`config.mk`:
```
export PLATFORM = sky130hd
export DESIGN_NAME = uart_regfile
export DESIGN_NICKNAME = d
export VERILOG_FILES = /design/src/rtl/uart_reg_pkg.sv /design/src/rtl/uart_addr_dec.sv /design/src/rtl/uart_sticky.sv /design/src/rtl/uart_irq_pri.sv /design/src/rtl/uart_regfile.sv
export SDC_FILE = /design/constraint.sdc
export NUM_CORES = 1
export LEC_CHECK = 0
export ABC_AREA = 1
export BUFFER_PORTS_ARGS = -buffer_cell sky130_fd_sc_hd__buf_4
export CAP_MARGIN = 20
export CORE_UTILIZATION = 49
export CTS_CLUSTER_SIZE = 8
export DETAILED_ROUTE_END_ITERATION = 10
export PLACE_DENSITY_LB_ADDON = 0.15
export SYNTH_ARGS = -nofsm -noshare
export SYNTH_HDL_FRONTEND = slang
export SYNTH_SLANG_ARGS = --single-unit
```
`constraint.sdc`:
```
create_clock -name clk -period 1.7 [get_ports clk]
set_clock_uncertainty 0.2 [all_clocks]
set_input_delay 0.17 -clock clk [delete_from_list [all_inputs] [get_ports clk]]
set_output_delay 0.17 -clock clk [all_outputs]
set_load 0.02 [all_outputs]
```
`src/rtl/uart_reg_pkg.sv`:
```
package uart_reg_pkg;

    typedef enum logic [3:0] {
        REG_NONE, REG_DATA, REG_DLL, REG_IER, REG_DLH, REG_IIR_FCR,
        REG_LCR, REG_MCR, REG_LSR, REG_MSR, REG_SPR, REG_INV,
        REG_RXCFG, REG_MIE, REG_VSTAT, REG_AUX
    } reg_id_e;

    localparam int LSR_W      = 10;
    localparam logic [LSR_W-1:0] LSR_RESET = 10'h260;
    localparam int IER_W      = 6;
    localparam int NSRC       = 6;
    localparam int TXC_LSB    = 24;
    localparam int RXC_LSB    = 16;

    // interrupt codes in priority order, index 0 highest
    localparam logic [3:0] IRQ_CODE [NSRC] = '{4'h6, 4'h4, 4'hC, 4'h2, 4'h0, 4'hE};
    localparam logic [3:0] IRQ_NONE = 4'h1;

    typedef struct packed {
        logic [15:0]      div;
        logic [IER_W-1:0] ier;
        logic [7:0]       fcr;
        logic [7:0]       lcr;
        logic [7:0]       mcr;
        logic [7:0]       spr;
        logic [7:0]       inv;
        logic [7:0]       rxcfg;
        logic [7:0]       mie;
        logic [LSR_W-1:0] lsr;
    } regs_t;

endpackage

```
`src/rtl/uart_addr_dec.sv`:
```
module uart_addr_dec
    import uart_reg_pkg::*;
#(
    parameter int ADDR_W = 6
) (
    input  logic [ADDR_W-1:0] addr_i,
    input  logic              dlab_i,
    output reg_id_e           id_o
);
    localparam int WORD_W = ADDR_W - 2;

    logic [WORD_W-1:0] word;
    logic [1:0]        unused_byte;

    assign word        = addr_i[ADDR_W-1:2];
    assign unused_byte = addr_i[1:0];

    always_comb begin
        case (word)
            WORD_W'(0):  id_o = dlab_i ? REG_DLL : REG_DATA;
            WORD_W'(1):  id_o = dlab_i ? REG_DLH : REG_IER;
            WORD_W'(2):  id_o = REG_IIR_FCR;
            WORD_W'(3):  id_o = REG_LCR;
            WORD_W'(4):  id_o = REG_MCR;
            WORD_W'(5):  id_o = REG_LSR;
            WORD_W'(6):  id_o = REG_MSR;
            WORD_W'(7):  id_o = REG_SPR;
            WORD_W'(8):  id_o = REG_INV;
            WORD_W'(9):  id_o = REG_RXCFG;
            WORD_W'(10): id_o = REG_MIE;
            WORD_W'(11): id_o = REG_VSTAT;
            WORD_W'(15): id_o = REG_AUX;
            default:     id_o = REG_NONE;
        endcase
    end

endmodule

```
`src/rtl/uart_sticky.sv`:
```
module uart_sticky #(
    parameter int W = 4
) (
    input  logic         clk,
    input  logic         rst_n,
    input  logic [W-1:0] set_i,
    input  logic         clr_i,
    output logic [W-1:0] q_o
);
    logic [W-1:0] flag_d, flag_q;

    always_comb begin
        flag_d = clr_i ? set_i : (flag_q | set_i);
    end

    always_ff @(posedge clk or negedge rst_n) begin
        if (!rst_n) flag_q <= '0;
        else        flag_q <= flag_d;
    end

    assign q_o = flag_q;

    for (genvar i = 0; i < W; i++) begin : g_chk
        AST_STICKY_SET: assert property (@(posedge clk) disable iff (!rst_n)
            set_i[i] |=> q_o[i]);
        AST_STICKY_KEEP: assert property (@(posedge clk) disable iff (!rst_n)
            (q_o[i] && !clr_i) |=> q_o[i]);
    end

endmodule

```
`src/rtl/uart_irq_pri.sv`:
```
module uart_irq_pri
    import uart_reg_pkg::*;
(
    input  logic             clk,
    input  logic             rst_n,
    input  logic [IER_W-1:0] ier_i,
    input  logic             ls_i,
    input  logic             rx_i,
    input  logic             tmo_i,
    input  logic             thre_i,
    input  logic             msr_i,
    input  logic             eord_i,
    output logic [3:0]       id_o,
    output logic             pend_o
);
    logic [NSRC-1:0] src, grant;
    logic            found;

    always_comb begin
        src   = {eord_i & ier_i[5], msr_i & ier_i[3], thre_i & ier_i[1],
                 tmo_i & ier_i[4], rx_i & ier_i[0], ls_i & ier_i[2]};
        grant = '0;
        found = 1'b0;
        id_o  = IRQ_NONE;
        for (int i = 0; i < NSRC; i++) begin
            if (src[i] && !found) begin
                grant[i] = 1'b1;
                id_o     = IRQ_CODE[i];
                found    = 1'b1;
            end
        end
        pend_o = found;
    end

    AST_ONE_GRANT: assert property (@(posedge clk) disable iff (!rst_n)
        $onehot0(grant));
    AST_LS_FIRST: assert property (@(posedge clk) disable iff (!rst_n)
        (ls_i && ier_i[2]) |-> (id_o == 4'h6));

endmodule

```
`src/rtl/uart_regfile.sv`:
```
module uart_regfile
    import uart_reg_pkg::*;
#(
    parameter int ADDR_W = 6,
    parameter int DATA_W = 32,
    parameter int CNT_W  = 6
) (
    input  logic              clk,
    input  logic              rst_n,
    input  logic [ADDR_W-1:0] bus_addr,
    input  logic              bus_wr,
    input  logic              bus_rd,
    input  logic [DATA_W-1:0] bus_wdata,
    output logic [DATA_W-1:0] bus_rdata,
    output logic              tx_push_o,
    output logic [7:0]        tx_data_o,
    output logic              rx_pop_o,
    output logic              tx_clr_o,
    output logic              rx_clr_o,
    input  logic [7:0]        rx_data_i,
    input  logic              rx_empty_i,
    input  logic              tx_empty_i,
    input  logic              shift_empty_i,
    input  logic              tx_full_i,
    input  logic              rx_fifo_err_i,
    input  logic              err_ovr_i,
    input  logic              err_par_i,
    input  logic              err_frm_i,
    input  logic              err_brk_i,
    input  logic              rx_trig_i,
    input  logic              rx_tmo_i,
    input  logic              eord_i,
    input  logic [7:0]        msr_i,
    input  logic [7:0]        aux_i,
    input  logic [CNT_W-1:0]  tx_cnt_i,
    input  logic [CNT_W-1:0]  rx_cnt_i,
    input  logic              tx_ovr_i,
    input  logic              rx_udr_i,
    input  logic              rx_idle_i,
    input  logic              tx_idle_i,
    output logic [15:0]       divisor_o,
    output logic [7:0]        lcr_o,
    output logic [7:0]        mcr_o,
    output logic [7:0]        fcr_o,
    output logic [3:0]        inv_o,
    output logic [7:0]        rxcfg_o,
    output logic [7:0]        mie_o,
    output logic              irq_o
);
    localparam logic [7:0] FCR_KEEP = 8'hF9;

    regs_t      st_d, st_q;
    reg_id_e    id;
    logic [3:0] lsr_err;
    logic [1:0] vs_sticky;
    logic [3:0] irq_id;
    logic       irq_pend;
    logic [LSR_W-1:0] lsr_full;
    logic [7:0] iir;
    logic [DATA_W-1:0] vstat;
    logic       unused_ok;

    assign unused_ok = ^bus_wdata[DATA_W-1:8];

    uart_addr_dec #(.ADDR_W(ADDR_W)) i_dec (
        .addr_i (bus_addr),
        .dlab_i (st_q.lcr[7]),
        .id_o   (id)
    );

    uart_sticky #(.W(4)) i_lsr_err (
        .clk   (clk),
        .rst_n (rst_n),
        .set_i ({err_brk_i, err_frm_i, err_par_i, err_ovr_i}),
        .clr_i (bus_rd && (id == REG_LSR)),
        .q_o   (lsr_err)
    );

    uart_sticky #(.W(2)) i_vs_err (
        .clk   (clk),
        .rst_n (rst_n),
        .set_i ({tx_ovr_i, rx_udr_i}),
        .clr_i (bus_rd && (id == REG_VSTAT)),
        .q_o   (vs_sticky)
    );

    uart_irq_pri i_irq (
        .clk    (clk),
        .rst_n  (rst_n),
        .ier_i  (st_q.ier),
        .ls_i   (|lsr_err),
        .rx_i   (rx_trig_i),
        .tmo_i  (rx_tmo_i),
        .thre_i (st_q.lsr[5]),
        .msr_i  (|msr_i[3:0]),
        .eord_i (eord_i),
        .id_o   (irq_id),
        .pend_o (irq_pend)
    );

    // next-state
    always_comb begin
        st_d     = st_q;
        st_d.lsr = {rx_empty_i, tx_full_i, rx_fifo_err_i,
                    tx_empty_i & shift_empty_i, tx_empty_i, 4'b0000, ~rx_empty_i};
        if (bus_wr) begin
            case (id)
                REG_DLL:     st_d.div[7:0]  = bus_wdata[7:0];
                REG_DLH:     st_d.div[15:8] = bus_wdata[7:0];
                REG_IER:     st_d.ier       = bus_wdata[IER_W-1:0];
                REG_IIR_FCR: st_d.fcr       = bus_wdata[7:0] & FCR_KEEP;
                REG_LCR:     st_d.lcr       = bus_wdata[7:0];
                REG_MCR:     st_d.mcr       = bus_wdata[7:0];
                REG_SPR:     st_d.spr       = bus_wdata[7:0];
                REG_INV:     st_d.inv       = bus_wdata[7:0];
                REG_RXCFG:   st_d.rxcfg     = bus_wdata[7:0];
                REG_MIE:     st_d.mie       = bus_wdata[7:0];
                default:     ;
            endcase
        end
    end

    always_ff @(posedge clk or negedge rst_n) begin
        if (!rst_n) begin
            st_q     <= '0;
            st_q.lsr <= LSR_RESET;
        end else begin
            st_q <= st_d;
        end
    end

    // read composition
    always_comb begin
        lsr_full = st_q.lsr | {5'b0, lsr_err, 1'b0};
        iir      = {st_q.fcr[0] ? 2'b01 : 2'b00, 2'b00, irq_id};
        vstat    = '0;
        vstat[TXC_LSB +: CNT_W] = tx_cnt_i;
        vstat[RXC_LSB +: CNT_W] = rx_cnt_i;
        vstat[3:0] = {vs_sticky, rx_idle_i, tx_idle_i};
        case (id)
            REG_DATA:    bus_rdata = DATA_W'(rx_data_i);
            REG_DLL:     bus_rdata = DATA_W'(st_q.div[7:0]);
            REG_DLH:     bus_rdata = DATA_W'(st_q.div[15:8]);
            REG_IER:     bus_rdata = DATA_W'(st_q.ier);
            REG_IIR_FCR: bus_rdata = DATA_W'(iir);
            REG_LCR:     bus_rdata = DATA_W'(st_q.lcr);
            REG_MCR:     bus_rdata = DATA_W'(st_q.mcr);
            REG_LSR:     bus_rdata = DATA_W'(lsr_full);
            REG_MSR:     bus_rdata = DATA_W'(msr_i);
            REG_SPR:     bus_rdata = DATA_W'(st_q.spr);
            REG_INV:     bus_rdata = DATA_W'(st_q.inv);
            REG_RXCFG:   bus_rdata = DATA_W'(st_q.rxcfg);
            REG_MIE:     bus_rdata = DATA_W'(st_q.mie);
            REG_VSTAT:   bus_rdata = vstat;
            REG_AUX:     bus_rdata = DATA_W'(aux_i);
            default:     bus_rdata = '0;
        endcase
    end

    assign tx_push_o = bus_wr && (id == REG_DATA);
    assign tx_data_o = bus_wdata[7:0];
    assign rx_pop_o  = bus_rd && (id == REG_DATA);
    assign tx_clr_o  = bus_wr && (id == REG_IIR_FCR) && bus_wdata[2];
    assign rx_clr_o  = bus_wr && (id == REG_IIR_FCR) && bus_wdata[1];
    assign divisor_o = st_q.div;
    assign lcr_o     = st_q.lcr;
    assign mcr_o     = st_q.mcr;
    assign fcr_o     = st_q.fcr;
    assign inv_o     = st_q.inv[3:0];
    assign rxcfg_o   = st_q.rxcfg;
    assign mie_o     = st_q.mie;
    assign irq_o     = irq_pend;

    AST_DIV_HOLD: assert property (@(posedge clk) disable iff (!rst_n)
        !(bus_wr && (id == REG_DLL || id == REG_DLH)) |=> $stable(divisor_o));
    AST_POP_NO_LATCH: assert property (@(posedge clk) disable iff (!rst_n)
        (rx_pop_o || tx_push_o) |-> !lcr_o[7]);
    AST_CLR_ON_WRITE: assert property (@(posedge clk) disable iff (!rst_n)
        (tx_clr_o || rx_clr_o) |-> (bus_wr && !bus_rd));
    AST_FCR_NO_CLR: assert property (@(posedge clk) disable iff (!rst_n)
        fcr_o[2:1] == 2'b00);
    AST_IRQ_FLAG: assert property (@(posedge clk) disable iff (!rst_n)
        irq_o |-> (bus_rdata[0] == 1'b0 || id != REG_IIR_FCR));

endmodule

```
==> impl.org, run 1 <==
** Detailed routing
- Dividing the detail-routed wire length by the instance count gives 17.3 µm.
- ANT nets after route :: 0
- After detailed routing, the number of vias per cell comes to 5.15.
- Number of vias in the routed layout :: 4,595
- Initial DRC count :: 327
- DRC violations left :: 0
- Total detailed-routing wirelength :: 15,400 µm
- Before antenna repair, the detailed router went through 5 iterations.

** Die
- After floorplanning, the core was sized to cover 9820 µm².
- Measured along the x axis, the die boundary spans 103 µm.
- Die Height :: 103 µm
- Initial Util :: 51.0%
- Total Die Area :: 10,600 µm²
- During I/O placement, the number of pins put on the boundary was 199.
- Row generation in the floorplan step produced 36 rows.

** Timing
- Tightest hold margin :: 45.3 ps
- Setup TNS :: -3870 ps
- Transition at the pin with the smallest max-transition slack :: 585 ps
- Setup repair after global routing could not meet its margin everywhere.
- Static timing analysis puts the maximum clock frequency at 0.455 GHz.
- Number of failing hold endpoints at the final stage :: 0
- Number of pins with negative max-slew slack in the final report :: 0
- Slew HR :: 60.9%
- After layout, the worst path uses 129% of the clock period.
- Time the final worst path needs with I/O delays and setup :: 2200 ps
- Total setup violations reported at the end of the flow :: 11
- After layout, the worst setup slack is -497 ps.

** Yosys
- The Yosys step of the flow raised 0 warnings.
- Total of flip-flops plus latches after synthesis :: 88
- Post-Synthesis Mean Instance Area :: 8.27 µm²
- The synthesized netlist devotes 14.9% of its cell area to compound gates.
- Largest family of logic cells by synthesized area :: simple AND/OR/NAND/NOR gates
- Synth Area in Adders :: 0%
- The mapped netlist covers 5000 µm².
- Summing the areas of all and, or, nand and nor instances in the mapped netlist gives 22.5% of the synthesized area.
- After Yosys synthesis, XOR and XNOR cells account for 0% of the synthesized area.
- The cell count after synthesis came out at 605.
- Post-synthesis mux area share :: 0%
- The netlist uses 32 different library cells.
- Register area share after synthesis :: 44.1%

** Outcome
- Status :: complete, but fails checks
- Violated checks :: setup timing

** Setup path
- Kind of start point of the critical path :: flop
- Cell at the slowest stage of the critical path :: sky130_fd_sc_hd__dfrtp_1
- For this run, the slowest stage of the critical path takes 400 ps.
- Worst-path fanout max :: 2
- Data on the critical path is required at its endpoint by 1330 ps.
- STA classifies the critical path endpoint as an output pin.
- Reg-to-reg setup timing slack :: 180 ps
- Most common cell type on the critical path :: sky130_fd_sc_hd__buf_6
- At the worst endpoint, the arrival time is 1830 ps.
- The worst setup path is of the reg2out kind.
- Walking the worst path, the cells encountered are nor2_2 -> nand2_2 -> buf_6 -> a32oi_1 -> nand2_1 -> a21oi_2 -> nand4_1 -> buf_6.

** Place
- The congestion estimate from routability-driven global placement came to 1.02.
- Once placement finished, the instance area stood at 6030 µm².
- Summed over all nets, the half-perimeter wirelength after detailed placement is 11,200 µm.
- Buffers placed on the I/O ports in this run total 160.

** Power
- Combinational cells account for 31.8% of the total power.
- For this design the ratio of total power to cell area is 970 nW/µm².
- After layout, the design draws a total of 6.43 mW.
- In this run the power spent charging and discharging nets is 2.29 mW.
- Sequential share of power :: 43.7%
- P_int :: 4.13 mW
- Worst vdd ir :: 637 µV
- Net switching is 35.7% of the power.
- In this run the static leakage power is 3.55 nW.
- Proportion of power drawn by the clock network :: 24.5%

** GRT
- The first global-routing pass estimated 22,500 µm of wire.
- The number of antenna violations at the first check in global routing is 0.
- Maximum number of pins on one net before global-route repair :: 35
- Via count of the first global-routing pass :: 4,221
- Total grt overflow :: 0
- Global routing used 29.4% of the available tracks across all layers.

** Cells and area
- Flip-flop and latch area :: 2210 µm²
- The number of antenna diodes in the final layout is 0.
- Post-route cell area :: 6620 µm²
- Leading cell types in the layout, fill and taps excluded :: sky130_fd_sc_hd__buf_4 (184), sky130_fd_sc_hd__nand2_1 (155), sky130_fd_sc_hd__dfrtp_1 (85), sky130_fd_sc_hd__inv_1 (46), sky130_fd_sc_hd__o21ai_0 (46)
- From synthesis to final layout, the design area changed by 32.3%.
- Fraction of layout cells with a size suffix above 1 :: 40.3%
- Post-Route Utilization :: 67.5%
- Leading cell type in the layout, fill and taps excluded :: sky130_fd_sc_hd__buf_4
- Counting the fill cells in the layout gives 819.
- Multi-input combinational cell area :: 2060 µm²
- Nets@finish :: 848

** Clock network
- The clock drives 88 sinks.
- Number of clock buffers inserted by TritonCTS :: 9
- Clock tree from TritonCTS :: done
- After clock tree synthesis, the clock-pin slew on the worst setup and hold paths is 90 ps.
- The H-tree was split into 3 levels.
- Library cell used as clock root buffer :: sky130_fd_sc_hd__clkbuf_8
- Clk_lat worst skew :: 360 ps
- The longest clock path from root to sink contains 2 buffers.

** Flow run
- Max-cap violations in this run came to 0.

** Min path
- Worst Hold Class :: in2reg
## state kept, by name (all words and copies together), names as in the netlist, 6 cells and up
| register | cells |
|---|---|
| divisor_o | 16 |
| fcr_o | 6 |
| lcr_o | 8 |
| mcr_o | 8 |
| mie_o | 8 |
| rxcfg_o | 8 |
| st_q | 24 |
## power by group through the flow
stage	sequential [mW]	clock, mW	combinational (mW)
floorplan	2.71	0	1.44
global placement	2.82	0	1.87
detailed placement	2.83	0	1.90
CTS	2.80	1.59	2.00
global route	2.85	1.64	2.21
finish	2.81	1.57	2.05
## path summary, 6_finish.rpt
kind | start | end | depth (start not counted)
max reg2reg | lcr_o[7]$_DFFE_PN0P_ | st_q[71]$_DFFE_PN0P_ | 5
min reg2reg | st_q[31]$_DFFE_PN0P_ | st_q[31]$_DFFE_PN0P_ | 2
min in group asynchronous | rst_n | rxcfg_o[4]$_DFFE_PN0P_ | 2
min | bus_rd | i_vs_err.q_o[1]$_DFF_PN0_ | 4
max | i_lsr_err.q_o[2]$_DFF_PN0_ | bus_rdata[1] | 8
max in group asynchronous | rst_n | rxcfg_o[0]$_DFFE_PN0P_ | 3
## layer usage
metal | global-route usage [%] | part of all wire (%)
met1 | 38.1 | 41
met2 | 48.9 | 48
met3 | 6.03 | 8.9
met4 | 10.5 | 2.2
met5 | 0 | 0
## worst max-delay path, delay by kind of cell (launching register included)
family | cells | cell delay (ps)
buffers and inverters | 2 | 290
and+or+nand+nor | 4 | 490
AOI/OAI and AO/OA | 2 | 280
DFF | 1 | 400
## layout make-up
| class | count | area share, % |
|---|---|---|
| clock buffers | 11 | 2.29 |
| clock inverters | 5 | 0.963 |
| inverters | 57 | 3.23 |
| multi-input cells | 381 | 31.1 |
| flip-flops and latches | 88 | 33.3 |
| well taps | 133 | 2.51 |
| repair buffers | 217 | 26.6 |
## synth_stat cells, drive strengths merged
master	instances	share of area, %
a21oi	5	0.50
o2111a	1	0.22
buf	90	14
and3	1	0.13
a221oi	3	0.53
nor2	45	4.5
o21bai	7	1.0
a32oi	1	0.18
o21ai	83	9.7
a22o	12	2.2
nand2	180	15
nand3	16	1.7
nand4	9	1.1
dfrtp	85	43
conb	1	0.075
dfstp	3	1.6
a21boi	1	0.15
a211oi	2	0.30
nor3	3	0.30
inv	57	4.3
## logic make-up (layout without fill, tap and decap cells)
family | count (synthesis) | in the layout
AOI/OAI and AO/OA | 115 | 115
buffers and inverters | 147 | 290
DFF | 88 | 88
other | 1 | 12
and+or+nand+nor | 254 | 254
## repair_timing
item	4_1_cts	5_1_grt
hold buffers	14	0
endpoints found under the hold margin	103	0
buffers inserted	4	2
pin swaps	13	7
endpoints found under the setup margin	13	14
gates resized for setup	34	23
## metrics by stage
stage,std cells,setup slack (ps)
after global placement,857,-124
final,892,-497
after global routing,892,-587
after floorplan,616,82.0
after detailed placement,857,-140
after CTS,890,-474
Power figures use the tool's default switching activity.
==> inputs of run 2 (changes only) <==
- TNS_END_PERCENT: unset -> 1
==> impl.org, run 2 (synthesized netlist as in run 1, its figures left out) <==
** Outcome
- The run finished, with violations left.
- The checks that failed: setup timing.

** Timing
- Slew HR :: 62.4% (+1.5 points)
- The minimum clock period after layout came to 2180 ps (-16.0 ps).
- The worst hold slack came to 43.4 ps (-1.89 ps).
- The share of the clock period used by the worst path came to 128% (-0.94 points).
- Number of failing hold endpoints at the final stage :: 0 (unchanged)
- Maximum clock frequency :: 0.459 GHz (+0.73%)
- RSZ-0062 raised after global routing :: true
- The total setup violations reported at the end of the flow is 11 (unchanged).
- The minimum setup slack in the final design was -481 ps (+16.0 ps).
- The aggregate negative setup slack came to -3750 ps (+122 ps).
- The slew of the pin with the lowest slew margin came to 563 ps (-22.4 ps).
- Number of pins with negative max-slew slack in the final report :: 0 (unchanged)

** Cells and area
- The top cell types in the final layout, fill and taps aside, are sky130_fd_sc_hd__buf_4 (188), sky130_fd_sc_hd__nand2_1 (159), sky130_fd_sc_hd__dfrtp_1 (85), sky130_fd_sc_hd__inv_1 (48), sky130_fd_sc_hd__o21ai_0 (46).
- Antenna diode count :: 0 (unchanged)
- Leading cell type in the layout, fill and taps excluded :: sky130_fd_sc_hd__buf_4
- The number of nets in the layout was 845 (-0.35%).
- Compared with the post-synthesis result, the final layout area differs by 30.6%.
- The register with the most flip-flops in the final layout is st_q.
- Post-Route Utilization :: 66.5% (-0.92 points)
- Flip-flop count of the largest register, all copies and words added :: 24 (unchanged)
- Fraction of layout cells with a size suffix above 1 :: 38.9% (-1.4 points)

** GRT
- The via count of the first global-routing pass was 4,195 (-0.62%).
- Number of antenna violations at the first check in global routing :: 0 (unchanged)
- Maximum number of pins on one net before global-route repair :: 35 (unchanged)
- The total grt overflow came to 0 (unchanged).
- The global-route wire length before repair came to 22,400 µm (-0.55%).
- The combined global-route utilization of all metal layers is 29.3% (-0.10 points).

** Power
- The switching power summed over all nets is 2.29 mW (-0.24%).
- The part of the power in combinational logic is 31.6% (-0.2 points).
- Power, Total :: 6.41 mW (-0.23%)
- Leakage component of the power :: 3.51 nW (-1.2%)
- Sequential share of power :: 43.8% (about the same)
- Proportion of power drawn by the clock network :: 24.6% (about the same)
- Power per unit of standard cell area :: 981 nW/µm² (+1.1%)
- The switching fraction of total power came to 35.7% (about the same).
- Worst vdd ir :: 632 µV (-0.80%)
- The design internal power was 4.12 mW (-0.23%).

** Setup path
- Kind of start point of the critical path :: flop
- The largest fanout on the critical path is 2 (unchanged).
- Cell at the slowest stage of the critical path :: sky130_fd_sc_hd__dfrtp_1
- The most critical setup path has its startpoint at i_lsr_err.q_o[2]$_DFF_PN0_.
- In this run the critical register-to-register path is launched from lcr_o[7]$_DFFE_PN0P_.
- Traced cell by cell, the critical path runs through nor2_2 -> nand2_2 -> nand2_2 -> nand3_4 -> o21bai_1 -> a21boi_1 -> nand4_1 -> buf_4.
- Delay of the slowest critical-path stage :: 390 ps (about the same)
- The cell that appears most often on the critical path is sky130_fd_sc_hd__nand2_2.
- Data arrival time at the worst-slack endpoint :: 1810 ps (-20 ps)
- The required time at the endpoint of the critical path was 1330 ps (about the same).
- Among cell families on the critical path, the largest total delay comes from simple AND/OR/NAND/NOR gates.
- The setup path with the least slack is of type reg2out.
- Worst path buffer plus inverter count :: 1 (-1)
- STA classifies the critical path endpoint as an output pin.

** Clock network
- Clock tree from TritonCTS :: done
- The maximum level of the CTS H-tree came to 3 (unchanged).
- The clock tree buffer depth was 2 (unchanged).
- Library cell used as clock root buffer :: sky130_fd_sc_hd__clkbuf_8
- Clk_lat worst skew :: 360 ps (about the same)
- The clock slew at the register clock pins of the worst setup and hold paths is 90 ps (about the same).
- Number of clock buffers inserted by TritonCTS :: 9 (unchanged)
- The CTS sink count was 88 (unchanged).

** Die
- The floorplan die height came to 103 µm (unchanged).
- The die span in x came to 103 µm (unchanged).
- IO Count :: 199 (unchanged)
- Initial Util :: 51.0% (unchanged)
- The site row count was 36 (unchanged).
- The die area is 10,600 µm² (unchanged).
- The area inside the core boundary came to 9820 µm² (unchanged).

** Detailed routing
- ANT nets after route :: 0 (unchanged)
- Initial DRC count :: 288 (-12%)
- The detailed-route via count was 4,601 (+0.13%).
- First-pass iteration count of the detailed router :: 7 (+2)
- The mean routed wirelength per cell is 17.3 µm (-0.27%).
- Vias per std cell :: 5.18 (+0.47%)
- The routed wire length was 15,300 µm (-0.61%).
- DRC violations left :: 0 (unchanged)

** Flow run
- Max Cap Violations :: 0 (unchanged)

** Place
- The number of I/O port buffers is 160 (unchanged).
- The post-DP HPWL is 11,200 µm (unchanged).
- Final Wtd Congestion :: 1.02 (unchanged)

** Min path
- Launch instance of the worst min-delay path :: bus_rd
- Worst Hold Class :: in2reg
[run 2: cell count changes in the layout (fill, tap and decap cells not counted), moves of 2 or more]
cell / previous run / this run
sky130_fd_sc_hd__inv_1: 46 / 48
sky130_fd_sc_hd__nand2_1: 155 / 159
sky130_fd_sc_hd__nand2_2: 18 / 14
sky130_fd_sc_hd__inv_2: 11 / 9
sky130_fd_sc_hd__buf_4: 184 / 188
sky130_fd_sc_hd__buf_6: 16 / 9
[run 2: per-layer routing]
metal	track usage, %	wire length, µm	vias to the layer above
met1	38.2	6290	2141
met5	0	0	-
met2	48.6	7310	276
li1	-	-	2149
met3	5.76	1400	35
met4	10.5	345	0
[run 2: worst paths after layout]
path                                             end  slack [ps]  cells after the start
min in group asynchronous       mie_o[0]$_DFFE_PN0P_          90                      2
setup reg to reg                st_q[71]$_DFFE_PN0P_         210                      5
hold / removal             i_vs_err.q_o[1]$_DFF_PN0_          40                      4
hold reg to reg                 st_q[40]$_DFFE_PN0P_         290                      2
max in group asynchronous       st_q[71]$_DFFE_PN0P_         670                      3
setup / recovery                        bus_rdata[2]        -480                      8
[run 2: metrics by stage]
step,worst slack (ps),cell area [µm²],cells
final,-481,6530,889
after global routing,-552,6530,889
after CTS,-479,6470,888
after detailed placement,-140,6030,857
after global placement,-124,6030,857
after floorplan,82.0,5050,616
[run 2: cell type report]
cell class / instances / area, µm²
clock buffers: 11 / 151
inverters: 57 / 214
repair buffers: 214 / 1710
well taps: 133 / 166
flip-flops and latches: 88 / 2210
multi-input cells: 381 / 2020
clock inverters: 5 / 63.8
fillers: 829 / 3290
[run 2: timing repair]
| item | in CTS | in global routing |
|---|---|---|
| pin swaps | 6 | 6 |
| hold buffers | 14 | 0 |
| endpoints found under the setup margin | 13 | 14 |
| gates resized for setup | 22 | 16 |
| hold endpoints to repair | 103 | 0 |
| setup buffers | 1 | 1 |
[run 2: power by group through the flow]
| stage | registers [mW] | logic (mW) | clock network, mW |
|---|---|---|---|
| detailed placement | 2.83 | 1.90 | 0 |
| finish | 2.81 | 2.03 | 1.58 |
| floorplan | 2.71 | 1.44 | 0 |
| global placement | 2.82 | 1.87 | 0 |
| global route | 2.85 | 2.19 | 1.64 |
| CTS | 2.80 | 1.99 | 1.59 |
[run 2: worst register-to-register path: cells and delay by family, from the launching register on]
family | cells | cell delay [ps]
compound gates | 1 | 60
flops | 1 | 410
buf+inv | 1 | 180
simple gates | 3 | 530
